### src/rtl/mbx_pkg.sv
package mbx_pkg;
    localparam int CNT_W  = 5;
    localparam int DATA_W = 8;

    // control byte bit positions (address 1)
    localparam int CTL_INC  = 0;
    localparam int CTL_FEN  = 1;
    localparam int CTL_IEN  = 2;
    localparam int CTL_FLAG = 3;
    localparam int CTL_OVF  = 4;

    // count/status byte bit positions (address 0)
    localparam int STS_BUSY  = 6;
    localparam int STS_VALID = 7;

    typedef struct packed {
        logic [CNT_W-1:0] cnt;
        logic             pend;
        logic             active;
        logic             done;
        logic             ovf;
    } cnt_state_t;

    typedef struct packed {
        logic fen;
        logic ien;
        logic flag;
    } irq_state_t;
endpackage

### src/rtl/mbx_counter.sv
module mbx_counter
    import mbx_pkg::*;
(
    input  logic             clk,
    input  logic             rst_n,
    input  logic             soft_clr,
    input  logic             load_en,
    input  logic [CNT_W-1:0] load_val,
    input  logic             inc_req,
    input  logic             ovf_clr,
    input  logic             xfer_start,
    input  logic             blk_end,
    output logic [CNT_W-1:0] cnt,
    output logic             inc_busy,
    output logic             active,
    output logic             done,
    output logic             ovf,
    output logic             blk_tick,
    output logic             cnt_nz
);
    localparam logic [CNT_W-1:0] CNT_MAX = {CNT_W{1'b1}};

    cnt_state_t s_d, s_q;
    logic       tick;

    assign tick = s_q.active & blk_end;

    always_comb begin
        s_d      = s_q;
        s_d.done = 1'b0;
        if (soft_clr) begin
            s_d = '0;
        end else begin
            if (ovf_clr) begin
                s_d.ovf = 1'b0;
            end
            if (load_en) begin
                s_d.cnt = load_val;
            end else if (s_q.pend && tick) begin
                s_d.cnt = s_q.cnt;
            end else if (s_q.pend) begin
                if (s_q.cnt == CNT_MAX) begin
                    s_d.ovf = 1'b1;
                end else begin
                    s_d.cnt = s_q.cnt + 1'b1;
                end
            end else if (tick) begin
                if (s_q.cnt != '0) begin
                    s_d.cnt = s_q.cnt - 1'b1;
                end else begin
                    s_d.active = 1'b0;
                    s_d.done   = 1'b1;
                end
            end
            s_d.pend = inc_req;
            if (xfer_start && !s_q.active) begin
                s_d.active = 1'b1;
            end
        end
    end

    always_ff @(posedge clk or negedge rst_n) begin
        if (!rst_n) begin
            s_q <= '0;
        end else begin
            s_q <= s_d;
        end
    end

    assign cnt      = s_q.cnt;
    assign inc_busy = s_q.pend;
    assign active   = s_q.active;
    assign done     = s_q.done;
    assign ovf      = s_q.ovf;
    assign blk_tick = tick;
    assign cnt_nz   = |s_q.cnt;

    p_decrement_r3: assert property (@(posedge clk) disable iff (!rst_n)
        (tick && !s_q.pend && !load_en && !soft_clr && s_q.cnt != '0)
        |=> (s_q.cnt == $past(s_q.cnt) - 1'b1));

    p_done_pulse_r3: assert property (@(posedge clk) disable iff (!rst_n)
        s_q.done |=> !s_q.done);

    p_idle_ignore_r4: assert property (@(posedge clk) disable iff (!rst_n)
        (!s_q.active && blk_end && !s_q.pend && !load_en && !soft_clr)
        |=> $stable(s_q.cnt));

    p_busy_short_r5: assert property (@(posedge clk) disable iff (!rst_n)
        (s_q.pend && !inc_req) |=> !s_q.pend);

    p_merge_r6: assert property (@(posedge clk) disable iff (!rst_n)
        (s_q.pend && tick && !load_en && !soft_clr)
        |=> ($stable(s_q.cnt) && s_q.active));

    p_no_overflow_r7: assert property (@(posedge clk) disable iff (!rst_n)
        (s_q.pend && !tick && !load_en && !soft_clr && s_q.cnt == CNT_MAX)
        |=> (s_q.cnt == CNT_MAX && s_q.ovf));

    p_ovf_sticky_r7: assert property (@(posedge clk) disable iff (!rst_n)
        (s_q.ovf && !ovf_clr && !soft_clr) |=> s_q.ovf);
endmodule

### src/rtl/mbx_irq.sv
module mbx_irq
    import mbx_pkg::*;
(
    input  logic clk,
    input  logic rst_n,
    input  logic soft_clr,
    input  logic ctl_wr,
    input  logic fen_in,
    input  logic ien_in,
    input  logic flag_clr,
    input  logic blk_tick,
    input  logic cnt_nz,
    output logic fen,
    output logic ien,
    output logic flag,
    output logic irq_n
);
    irq_state_t s_d, s_q;

    always_comb begin
        s_d = s_q;
        if (soft_clr) begin
            s_d = '0;
        end else begin
            if (ctl_wr) begin
                s_d.fen = fen_in;
                s_d.ien = ien_in;
            end
            if (flag_clr) begin
                s_d.flag = 1'b0;
            end
            if (blk_tick && cnt_nz && s_q.fen) begin
                s_d.flag = 1'b1;
            end
        end
    end

    always_ff @(posedge clk or negedge rst_n) begin
        if (!rst_n) begin
            s_q <= '0;
        end else begin
            s_q <= s_d;
        end
    end

    assign fen   = s_q.fen;
    assign ien   = s_q.ien;
    assign flag  = s_q.flag;
    assign irq_n = ~(s_q.flag & s_q.fen & s_q.ien);

    p_flag_set_r8: assert property (@(posedge clk) disable iff (!rst_n)
        (blk_tick && cnt_nz && s_q.fen && !soft_clr) |=> s_q.flag);

    p_flag_hold_r8: assert property (@(posedge clk) disable iff (!rst_n)
        (s_q.flag && !flag_clr && !soft_clr) |=> s_q.flag);

    p_quiet_line_r9: assert property (@(posedge clk) disable iff (!rst_n)
        !s_q.flag |-> irq_n);
endmodule

### src/rtl/mblk_xfer_ctrl.sv
module mblk_xfer_ctrl
    import mbx_pkg::*;
(
    input  logic              clk,
    input  logic              rst_n,
    input  logic              host_rst,
    input  logic              fw_rst,
    input  logic              reg_wr,
    input  logic              reg_addr,
    input  logic [DATA_W-1:0] reg_wdata,
    output logic [DATA_W-1:0] reg_rdata,
    input  logic              xfer_start,
    input  logic              blk_end,
    output logic              xfer_active,
    output logic              xfer_done,
    output logic              irq_n
);
    logic             soft_clr;
    logic             wr_cnt, wr_ctl;
    logic [CNT_W-1:0] cnt;
    logic             inc_busy, ovf, blk_tick, cnt_nz;
    logic             fen, ien, flag;
    logic             wdata_unused;

    assign soft_clr     = host_rst | fw_rst;
    assign wr_cnt       = reg_wr & (reg_addr == 1'b0);
    assign wr_ctl       = reg_wr & (reg_addr == 1'b1);
    assign wdata_unused = ^reg_wdata[DATA_W-1:CNT_W];

    mbx_counter u_cnt (
        .clk        (clk),
        .rst_n      (rst_n),
        .soft_clr   (soft_clr),
        .load_en    (wr_cnt),
        .load_val   (reg_wdata[CNT_W-1:0]),
        .inc_req    (wr_ctl & reg_wdata[CTL_INC]),
        .ovf_clr    (wr_ctl & reg_wdata[CTL_OVF]),
        .xfer_start (xfer_start),
        .blk_end    (blk_end),
        .cnt        (cnt),
        .inc_busy   (inc_busy),
        .active     (xfer_active),
        .done       (xfer_done),
        .ovf        (ovf),
        .blk_tick   (blk_tick),
        .cnt_nz     (cnt_nz)
    );

    mbx_irq u_irq (
        .clk      (clk),
        .rst_n    (rst_n),
        .soft_clr (soft_clr),
        .ctl_wr   (wr_ctl),
        .fen_in   (reg_wdata[CTL_FEN]),
        .ien_in   (reg_wdata[CTL_IEN]),
        .flag_clr (wr_ctl & reg_wdata[CTL_FLAG]),
        .blk_tick (blk_tick),
        .cnt_nz   (cnt_nz),
        .fen      (fen),
        .ien      (ien),
        .flag     (flag),
        .irq_n    (irq_n)
    );

    always_comb begin
        reg_rdata = '0;
        if (reg_addr == 1'b0) begin
            reg_rdata[CNT_W-1:0] = cnt;
            reg_rdata[STS_BUSY]  = inc_busy;
            reg_rdata[STS_VALID] = ~inc_busy;
        end else begin
            reg_rdata[CTL_FEN]  = fen;
            reg_rdata[CTL_IEN]  = ien;
            reg_rdata[CTL_FLAG] = flag;
            reg_rdata[CTL_OVF]  = ovf;
        end
    end

    p_soft_reset_r10: assert property (@(posedge clk) disable iff (!rst_n)
        soft_clr |=> (!xfer_active && irq_n && !inc_busy));
endmodule

### config.mk
export PLATFORM = sky130hd
export DESIGN_NAME = mblk_xfer_ctrl
export DESIGN_NICKNAME = d
export VERILOG_FILES = /design/src/rtl/mbx_pkg.sv /design/src/rtl/mbx_counter.sv /design/src/rtl/mbx_irq.sv /design/src/rtl/mblk_xfer_ctrl.sv
export SDC_FILE = /design/constraint.sdc
export NUM_CORES = 1
export LEC_CHECK = 0
export CORE_MARGIN = 2
export CORE_UTILIZATION = 47
export CTS_CLUSTER_DIAMETER = 50
export DETAILED_ROUTE_END_ITERATION = 8
export DONT_BUFFER_PORTS = 1
export GPL_TIMING_DRIVEN = 0
export SLEW_MARGIN = 0
export SYNTH_ARGS = -nofsm -noshare
export SYNTH_HDL_FRONTEND = slang
export SYNTH_SLANG_ARGS = --single-unit
### constraint.sdc
create_clock -name clk -period 3.4 [get_ports clk]
set_input_delay 0.17 -clock clk [delete_from_list [all_inputs] [get_ports clk]]
set_output_delay 0.17 -clock clk [all_outputs]
set_load 0.05 [all_outputs]
==> impl_metrics.toml, run 1 <==
[status]
status = "finished clean"

[sta]
final.min_clock_period_ns = 1.85
finalCritPeriodShare = 0.545
drv_slew = 0
setup_tns_ns = 0
fmax_mhz = 540
timing.hold.ws_ns = 0.0261
rsz0062_at_grt = "no"
finalHoldViolations = 0
setup_viol_count_final = 0
relSlewSlack = 0.349
worst_slew_pin_slew_ns = 0.970
skew_ns = 0.00230

[hold_path]
worstHoldPathType = "in2reg"

[synthesis]
synthArstFlopShare = 1.00
synth_ff_type = "dfrtp_1"
synth-xor-area-share = 0.0425
yosys.area_share.adder = 0.0698
synth_cells = 97
synth_top_family_by_area = "simple AND/OR/NAND/NOR gates"
synth_compound_area_frac = 0.191
syn-mean-instance-area_um2 = 8.50
ys_seq_elements = 12
synth_nets = 117
synth_area_um2 = 825
ys.warnings.count = 0
synth_cell_type_count = 35
yosys.area_share.simple = 0.237
ys_seq_area_frac = 0.364
synth-edff-count = 0
synth_mux_area_frac = 0.0410

[detailed_routing]
viasPerCell = 5.69
wl_per_cell_um = 15.7
num_vias = 677
wl_um = 1860
first_pass_iters = 3
drc = 0
drt_iter0_markers = 4
drtAntennaViolNets = 0

[cells_and_area]
instances_no_fill = 119
synthToLayoutAreaGrowth_pct = 8.19
layout_commonest_cell = "nand2_1"
drive_above_1_share = 0.127
num_antenna_cells = 0
stdcell_area_um2 = 892
nets = 123
layout_common_cells = "13 x nand2_1, 12 x dfrtp_1, 11 x nor2_1, 8 x a21oi_1, 7 x nand3_1"
fill_cells = 179

[global_routing]
grt.overflow.total = 0
grtUsageTotal = 0.199
grt_pass1_vias = 662
antenna_found_initial = 0
grt_max_degree = 13
grt_pass1_wl_um = 2900

[cts]
clkSinkCount = 12
clock_path_buffers = 2
clkLatencyLatePin_ns = 0.27
clk_pin_slew_ns = 0.08
cts_max_level = 1
cts_resized = 0
cts-buffers-inserted = 3
cts_tree = "done"
cts_root_buf = "clkbuf_4"

[place]
dpl.hpwl_um = 1440
placed_area_um2 = 846
io_buffer_count = 0
gp_congestion = 0.871
dpl.cell_count = 114

[critical_path]
endpoint_kind = "flop"
required_ns = 3.57
crit_fanout = 6
critical_path_class = "reg2reg"
max_stage_delay_ns = 0.45
crit_family = "flip-flops"
cp.arrival_ns = 2.02
start_kind = "flop"
path_cells = "inv_1, fa_1, nand2b_1, a21oi_1, xnor2_1, o21ai_0, a22o_1"
slowest_stage = "dfrtp_1"
crit_buf_inv = 1

[power]
p_leak_nw = 0.386
finalPower_mw = 0.366
power_density_nw_per_um2 = 410
ir_worst_vdd_mv = 0.197

[floorplan]
rows = 15
dieHeight_um = 45.9
num_io_pins = 27
start_util = 0.488
die-area_um2 = 2110
die_x_um = 45.9
core_um2 = 1690

[run]
maxCapViolCount = 0
power by group:
| part | internal (mW) | switching (mW) | leakage [nW] |
|---|---|---|---|
| logic | 0.0333 | 0.0548 | 0.201 |
| registers | 0.149 | 0.0122 | 0.164 |
| clock network | 0.0651 | 0.0514 | 0.0210 |
| total | 0.247 | 0.118 | 0.386 |
worst register-to-register path: cells and delay by family (launching register included):
| family | cells | cell delay [ns] |
|---|---|---|
| flops | 1 | 0.45 |
| fa+ha+maj | 1 | 0.45 |
| compound gates | 3 | 0.45 |
| simple gates | 1 | 0.15 |
| xor+xnor | 1 | 0.13 |
| buf+inv | 1 | 0.11 |
layout make-up:
class,count,area [um2],area share
multi-input combinational,77,483,0.541
sequential,12,300,0.337
clock buffer,4,36.3,0.0407
buffer,5,30.0,0.0337
tap,17,21.3,0.0238
inverter,3,11.3,0.0126
timing repair buffer,1,10.0,0.0112
synth_stat cells (2+ instances only):
master	count	area, um2
a21oi_1	8	40.0
a22o_1	2	17.5
clkbuf_1	3	11.3
dfrtp_1	12	300
ha_1	3	37.5
inv_1	3	11.3
mux2_2	3	33.8
nand2_1	13	48.8
nand2b_1	2	12.5
nand3_1	7	35.0
nor2_1	11	41.3
o21ai_0	4	20.0
o31ai_2	2	25.0
xnor2_1	2	17.5
xor2_1	2	17.5
layer usage:
metal | vias to the layer above | track usage | share of wire
li1 | 344 | - | -
met1 | 312 | 0.248 | 0.46
met2 | 17 | 0.300 | 0.48
met3 | 4 | 0.0635 | 0.047
met4 | 0 | 0.109 | 0.018
met5 | - | 0 | 0
path summary, 6_finish.rpt:
| kind | from | end | slack (ns) | depth (start not counted) |
|---|---|---|---|---|
| min in group asynchronous | rst_n | u_cnt.cnt[0] | 0.32 | 1 |
| max in group asynchronous | rst_n | u_cnt.cnt[2] | 2.71 | 1 |
| max | u_cnt.cnt[0] | u_cnt.cnt[4] | 1.55 | 7 |
| min | reg_wr | u_irq.ien | 0.03 | 2 |
| max reg2reg | u_cnt.cnt[0] | u_cnt.cnt[4] | 1.55 | 7 |
| min reg2reg | u_cnt.ovf | u_cnt.ovf | 0.51 | 2 |
stage by stage:
stage	setup WS [ns]	util
finish	1.55	0.528
global route	1.42	0.528
CTS	1.54	0.528
detailed placement	1.56	0.501
global placement	1.56	0.501
floorplan	1.68	-
registers in the layout, indices dropped and copies added (netlist names):
signal          count
u_cnt.cnt           5
u_irq.ien           1
u_irq.fen           1
u_cnt.done          1
u_irq.flag          1
u_cnt.active        1
u_cnt.inc_busy      1
u_cnt.ovf           1
what timing repair did:
item	in CTS	in global routing
setup buffers	0	0
hold buffers	1	0
hold endpoints to repair	12	0
kinds of logic (layout without fill, tap and decap cells):
logic type,Yosys count,in the layout
DFF,12,12
and+or+nand+nor,42,42
buffers and inverters,8,13
AOI/OAI and AO/OA,23,23
adders and majority gates,4,4
other,1,1
xor gates and xnor gates,4,4
muxes,3,3
No activity file was read; power rests on OpenSTA's default activity.
==> run 2, diff against run 1 <==
- clock period: 3.4 -> 1.55 ns (I/O delays scaled with it)
==> run 2 against run 1 <==
Flip-flop and latch count did not move. Register-to-register slack got worse by 1.7 ns. The run now ends with hold timing, setup timing left. Cell count rose by 13%. Count of clock-buffer cells in the layout did not move. Largest power group unchanged. Die area did not move. Highest routed layer is now met3. Largest cell class unchanged. Total power rose by 130%. Clock skew barely moved. Core utilization rose by 11 points.
==> impl_metrics.toml, run 2 (synthesized netlist as in run 1, its figures left out) <==
[cells_and_area]
multi_input_area_um2 = 558
num_antenna_cells = 0
drive_above_1_share = 0.325
instances_no_fill = 134
final_core_util = 0.643
synthToLayoutAreaGrowth_pct = 31.7
nets = 138
final-seq-area_um2 = 304
layout_commonest_cell = "nand2_1"
fill_cells = 152
largest_reg_flops = 5
layout_common_cells = "12 x nand2_1, 11 x buf_4, 9 x nor2_1, 9 x dfrtp_1, 7 x nand3_1"

[floorplan]
die_x_um = 45.9
num_io_pins = 27
start_util = 0.488
dieHeight_um = 45.9
rows = 15
core_um2 = 1690
die-area_um2 = 2110

[global_routing]
grt_pass1_vias = 723
grtUsageTotal = 0.211
met1_usage = 0.273
grt_util_met3 = 0.0833
grt.overflow.total = 0
grt_max_degree = 13
antenna_found_initial = 0
grt_use_met2 = 0.336
top_usage_layer = "met2"
grt_pass1_wl_um = 3210

[status]
status = "finished, violations left"
violations = "hold timing, setup timing"

[detailed_routing]
viasPerCell = 5.87
drtAntennaViolNets = 0
wl_um = 2140
drc = 0
first_pass_iters = 5
num_vias = 787
drt_iter0_markers = 19
wl_per_cell_um = 16.0

[power]
ir_worst_vdd_mv = 0.522
power_density_nw_per_um2 = 760
p_leak_nw = 0.460

[critical_path]
required_ns = 1.72
endpoint_kind = "flop"
path_cells = "a21bo_1, a31o_1, and3b_1, buf_6, a22o_1"
reg2reg_from = "u_cnt.active"
critical_path_class = "reg2reg"
r2r.worst_path.cells = 5
cp.arrival_ns = 1.83
startpoint = "u_cnt.active"
reg2reg_slack_ns = -0.10
endpoint = "u_cnt.cnt[4]"
rr_endpoint = "u_cnt.cnt[4]"
slowest_stage = "dfrtp_2"
start_kind = "flop"
max_stage_delay_ns = 0.54
crit_fanout = 7

[place]
dpl.cell_count = 114
gp_congestion = 0.846
dpl.hpwl_um = 1490
io_buffer_count = 0

[cts]
cts_max_level = 1
clkSinkCount = 12
clock_path_buffers = 2
clk_pin_slew_ns = 0.08
cts_tree = "done"
clkLatencyLatePin_ns = 0.28
cts-buffers-inserted = 3
cts_root_buf = "clkbuf_4"

[sta]
fmax_mhz = 605
drv_slew = 0
timing.hold.ws_ns = -0.00305
skew_ns = 0.00190
finalCritPeriodShare = 1.07
final.min_clock_period_ns = 1.65
relSlewSlack = 0.409
fin_ws_ns = -0.104
setup_viol_count_final = 4
rsz0062_at_grt = "yes"
finalHoldViolations = 1
worst_slew_pin_slew_ns = 0.883

[run]
maxCapViolCount = 0

[hold_path]
worstHoldPathType = "in2reg"
run 2: changes by cell type in the layout (fill, tap and decap cells not counted), sizes merged:
| cell | before | now |
|---|---|---|
| dlygate4sd3 | 1 | 6 |
| buf | 2 | 12 |
run 2: cell type report:
| type | instances | share of cell area |
|---|---|---|
| plain buffers | 5 | 0.0276 |
| clock buffers | 4 | 0.0242 |
| multi-input cells | 77 | 0.514 |
| repair buffers | 16 | 0.124 |
| inverters | 3 | 0.0104 |
| flip-flops and latches | 12 | 0.280 |
| well taps | 17 | 0.0196 |
run 2: per-stage QoR:
step                area (um2)  setup slack [ns]  power [mW]  setup TNS (ns)
CTS                       1000            -0.115       0.798          -0.302
global placement           861            -0.231       0.554          -0.454
finish                    1090            -0.104       0.826          -0.371
detailed placement         861            -0.275       0.559          -0.547
global route              1090            -0.162       0.873          -0.605
floorplan                  840           -0.0763       0.528          -0.127
run 2: worst min-delay path by stage:
stage                from            to  slack [ns]  cells after the start
2_1_floorplan       rst_n  u_cnt.active       -0.22                      0
3_3_place_gp        rst_n  u_cnt.cnt[4]       -0.22                      0
3_5_place_dp        rst_n  u_cnt.cnt[4]       -0.22                      0
4_1_cts        xfer_start  u_cnt.active       0.004                      2
5_1_grt        xfer_start  u_cnt.active       0.002                      2
6_report       xfer_start  u_cnt.active      -0.003                      2
run 2: critical path, delay by kind of cell (launching register included):
kind	cells	cell delay [ns]
buf+inv	1	0.14
compound gates	3	0.68
flops	1	0.54
simple gates	1	0.19
run 2: metal layers:
layer	share of wire	routed length [um]
met1	0.42	906
met2	0.49	1060
met3	0.083	177
met4	0	0
met5	0	0
run 2: timing repair:
| item | 4_1_cts | 5_1_grt |
|---|---|---|
| hold endpoints to repair | 17 | 0 |
| endpoints found under the setup margin | 8 | 7 |
| hold buffers | 6 | 0 |
| gates resized for setup | 8 | 7 |
| buffers inserted | 5 | 5 |
| pin swaps | 5 | 4 |
run 2: power by group:
part / internal [mW] / switching (mW) / total (mW)
clock network: 0.0999 / 0.109 / 0.209
logic: 0.110 / 0.151 / 0.261
registers: 0.327 / 0.0288 / 0.356
total: 0.537 / 0.288 / 0.826
==> run 3, diff against run 2 <==
==> constraint.sdc (replaced) <==
create_clock -name clk -period 1.55 [get_ports clk]
set_input_delay 0.155 -clock clk [delete_from_list [all_inputs] [get_ports clk]]
set_output_delay 0.155 -clock clk [all_outputs]
set_load 0.05 [all_outputs]
==> run 3 against run 2 <==
First-iteration DRC count unchanged. Count of clock-buffer cells in the layout unchanged. Combinational power decreased by 9.2%. Sequential share of layout area increased by 2.2 points. Largest power group unchanged. Fmax increased by 1.2%. Wire length decreased by 2.4%. Die area unchanged. Sequential power about the same. Clock skew increased by 0.0011 ns. The flow finishes with violations (setup timing). Largest cell class unchanged. Global-route usage increased by 2.8 points. Flip-flop and latch count unchanged. Non-clock buffer count decreased by 6.
==> impl_metrics.toml, run 3 (synthesized netlist as in run 1, its figures left out) <==
[critical_path]
endpoint_kind = "flop"
required_ns = 1.72
cp.arrival_ns = 1.81
r2r.worst_path.cells = 6
start_kind = "flop"
critical_path_class = "reg2reg"
crit_fanout = 7

[global_routing]
grt_pass1_vias = 755
grt_pass1_wl_um = 3520
antenna_found_initial = 0
grt_max_degree = 13
grtUsageTotal = 0.239
grt.overflow.total = 0

[status]
status = "finished, violations left"
violations = "setup timing"

[power]
ir_worst_vdd_mv = 0.481
power_density_nw_per_um2 = 839
finalPower_mw = 0.846
p_leak_nw = 0.439

[sta]
finalCritPeriodShare = 1.05
fmax_mhz = 612
skew_ns = 0.00299
worst_slew_pin_slew_ns = 0.869
setup_viol_count_final = 5
setup_tns_ns = -0.271
rsz0062_at_grt = "yes"
drv_slew = 0
final.min_clock_period_ns = 1.63
relSlewSlack = 0.418
timing.hold.ws_ns = 0.0160
fin_ws_ns = -0.0841
finalHoldViolations = 0

[cells_and_area]
layout_commonest_cell = "nand2_1"
drive_above_1_share = 0.342
num_antenna_cells = 0
stdcell_area_um2 = 1010
nets = 132
layout_common_cells = "12 x nand2_1, 10 x nor2_1, 10 x buf_4, 9 x dfrtp_1, 7 x nand3_1"
largest_reg_flops = 5
synthToLayoutAreaGrowth_pct = 22.3

[place]
dpl.hpwl_um = 1430
io_buffer_count = 0
placed_area_um2 = 868
gp_congestion = 0.832

[detailed_routing]
drt_iter0_markers = 19
drtAntennaViolNets = 0
drc = 0
wl_per_cell_um = 16.3
first_pass_iters = 2
viasPerCell = 5.69
wl_um = 2090
num_vias = 728

[floorplan]
core_um2 = 1690
dieHeight_um = 45.9
start_util = 0.488
rows = 15
die-area_um2 = 2110
num_io_pins = 27
die_x_um = 45.9

[cts]
cts_root_buf = "clkbuf_4"
cts_tree = "done"
clkSinkCount = 12
clkLatencyLatePin_ns = 0.28
cts_max_level = 1
clk_pin_slew_ns = 0.08
clock_path_buffers = 2
cts-buffers-inserted = 3

[run]
maxCapViolCount = 0

[hold_path]
worstHoldPathType = "in2reg"
hold_depth = 2
## run 3: worst max-delay path: stages, from the launching register on
cell,delay (ns)
dfrtp_1,0.43
buf_4,0.16
nor3_2,0.21
a211o_1,0.18
and3b_2,0.29
nor2_2,0.06
a22o_1,0.20
## run 3: metal layers
metal | up-vias | track usage | share of wire
met2 | 21 | 0.378 | 0.48
met1 | 339 | 0.305 | 0.44
met4 | 0 | 0.0800 | 0.015
li1 | 364 | - | -
met5 | - | 0 | 0
met3 | 4 | 0.0754 | 0.060
## run 3: worst paths after layout
check / endpoint / from / slack, ns
min in group asynchronous: u_cnt.ovf / rst_n / 0.30
max in group asynchronous: u_cnt.inc_busy / rst_n / 0.86
worst min register to register: u_cnt.ovf / u_cnt.ovf / 0.51
worst min-delay path: u_irq.ien / reg_wr / 0.02
worst max register to register: u_cnt.cnt[4] / u_cnt.cnt[1] / -0.08
worst max-delay path: u_cnt.cnt[4] / u_cnt.cnt[1] / -0.08
## run 3: power by group
part	total, mW	internal (mW)	switching, mW
Clock	0.255	0.143	0.112
Sequential	0.355	0.327	0.0278
Combinational	0.237	0.0980	0.139
Total	0.846	0.568	0.279
## run 3: area by class of cell
class                      instances  area, um2
fill                             166        681
multi-input combinational         77        526
sequential                        12        304
timing repair buffer              11       88.8
clock buffer                       4       36.3
tap                               17       21.3
buffer                             4       18.8
inverter                           3       13.8
## run 3: repair_timing
action	in CTS	in global routing
hold buffers	1	0
gates resized for setup	8	2
pin swaps	10	5
buffers inserted	10	0
endpoints found under the hold margin	12	0
setup endpoints to repair	8	9
## run 3: metrics by stage
step                 util  worst slack (ns)  instances
CTS                 0.591           -0.0689        128
global route        0.597            -0.151        128
finish              0.597           -0.0841        128
global placement    0.514            -0.143        114
detailed placement  0.514            -0.141        114
floorplan               -           -0.0334         97
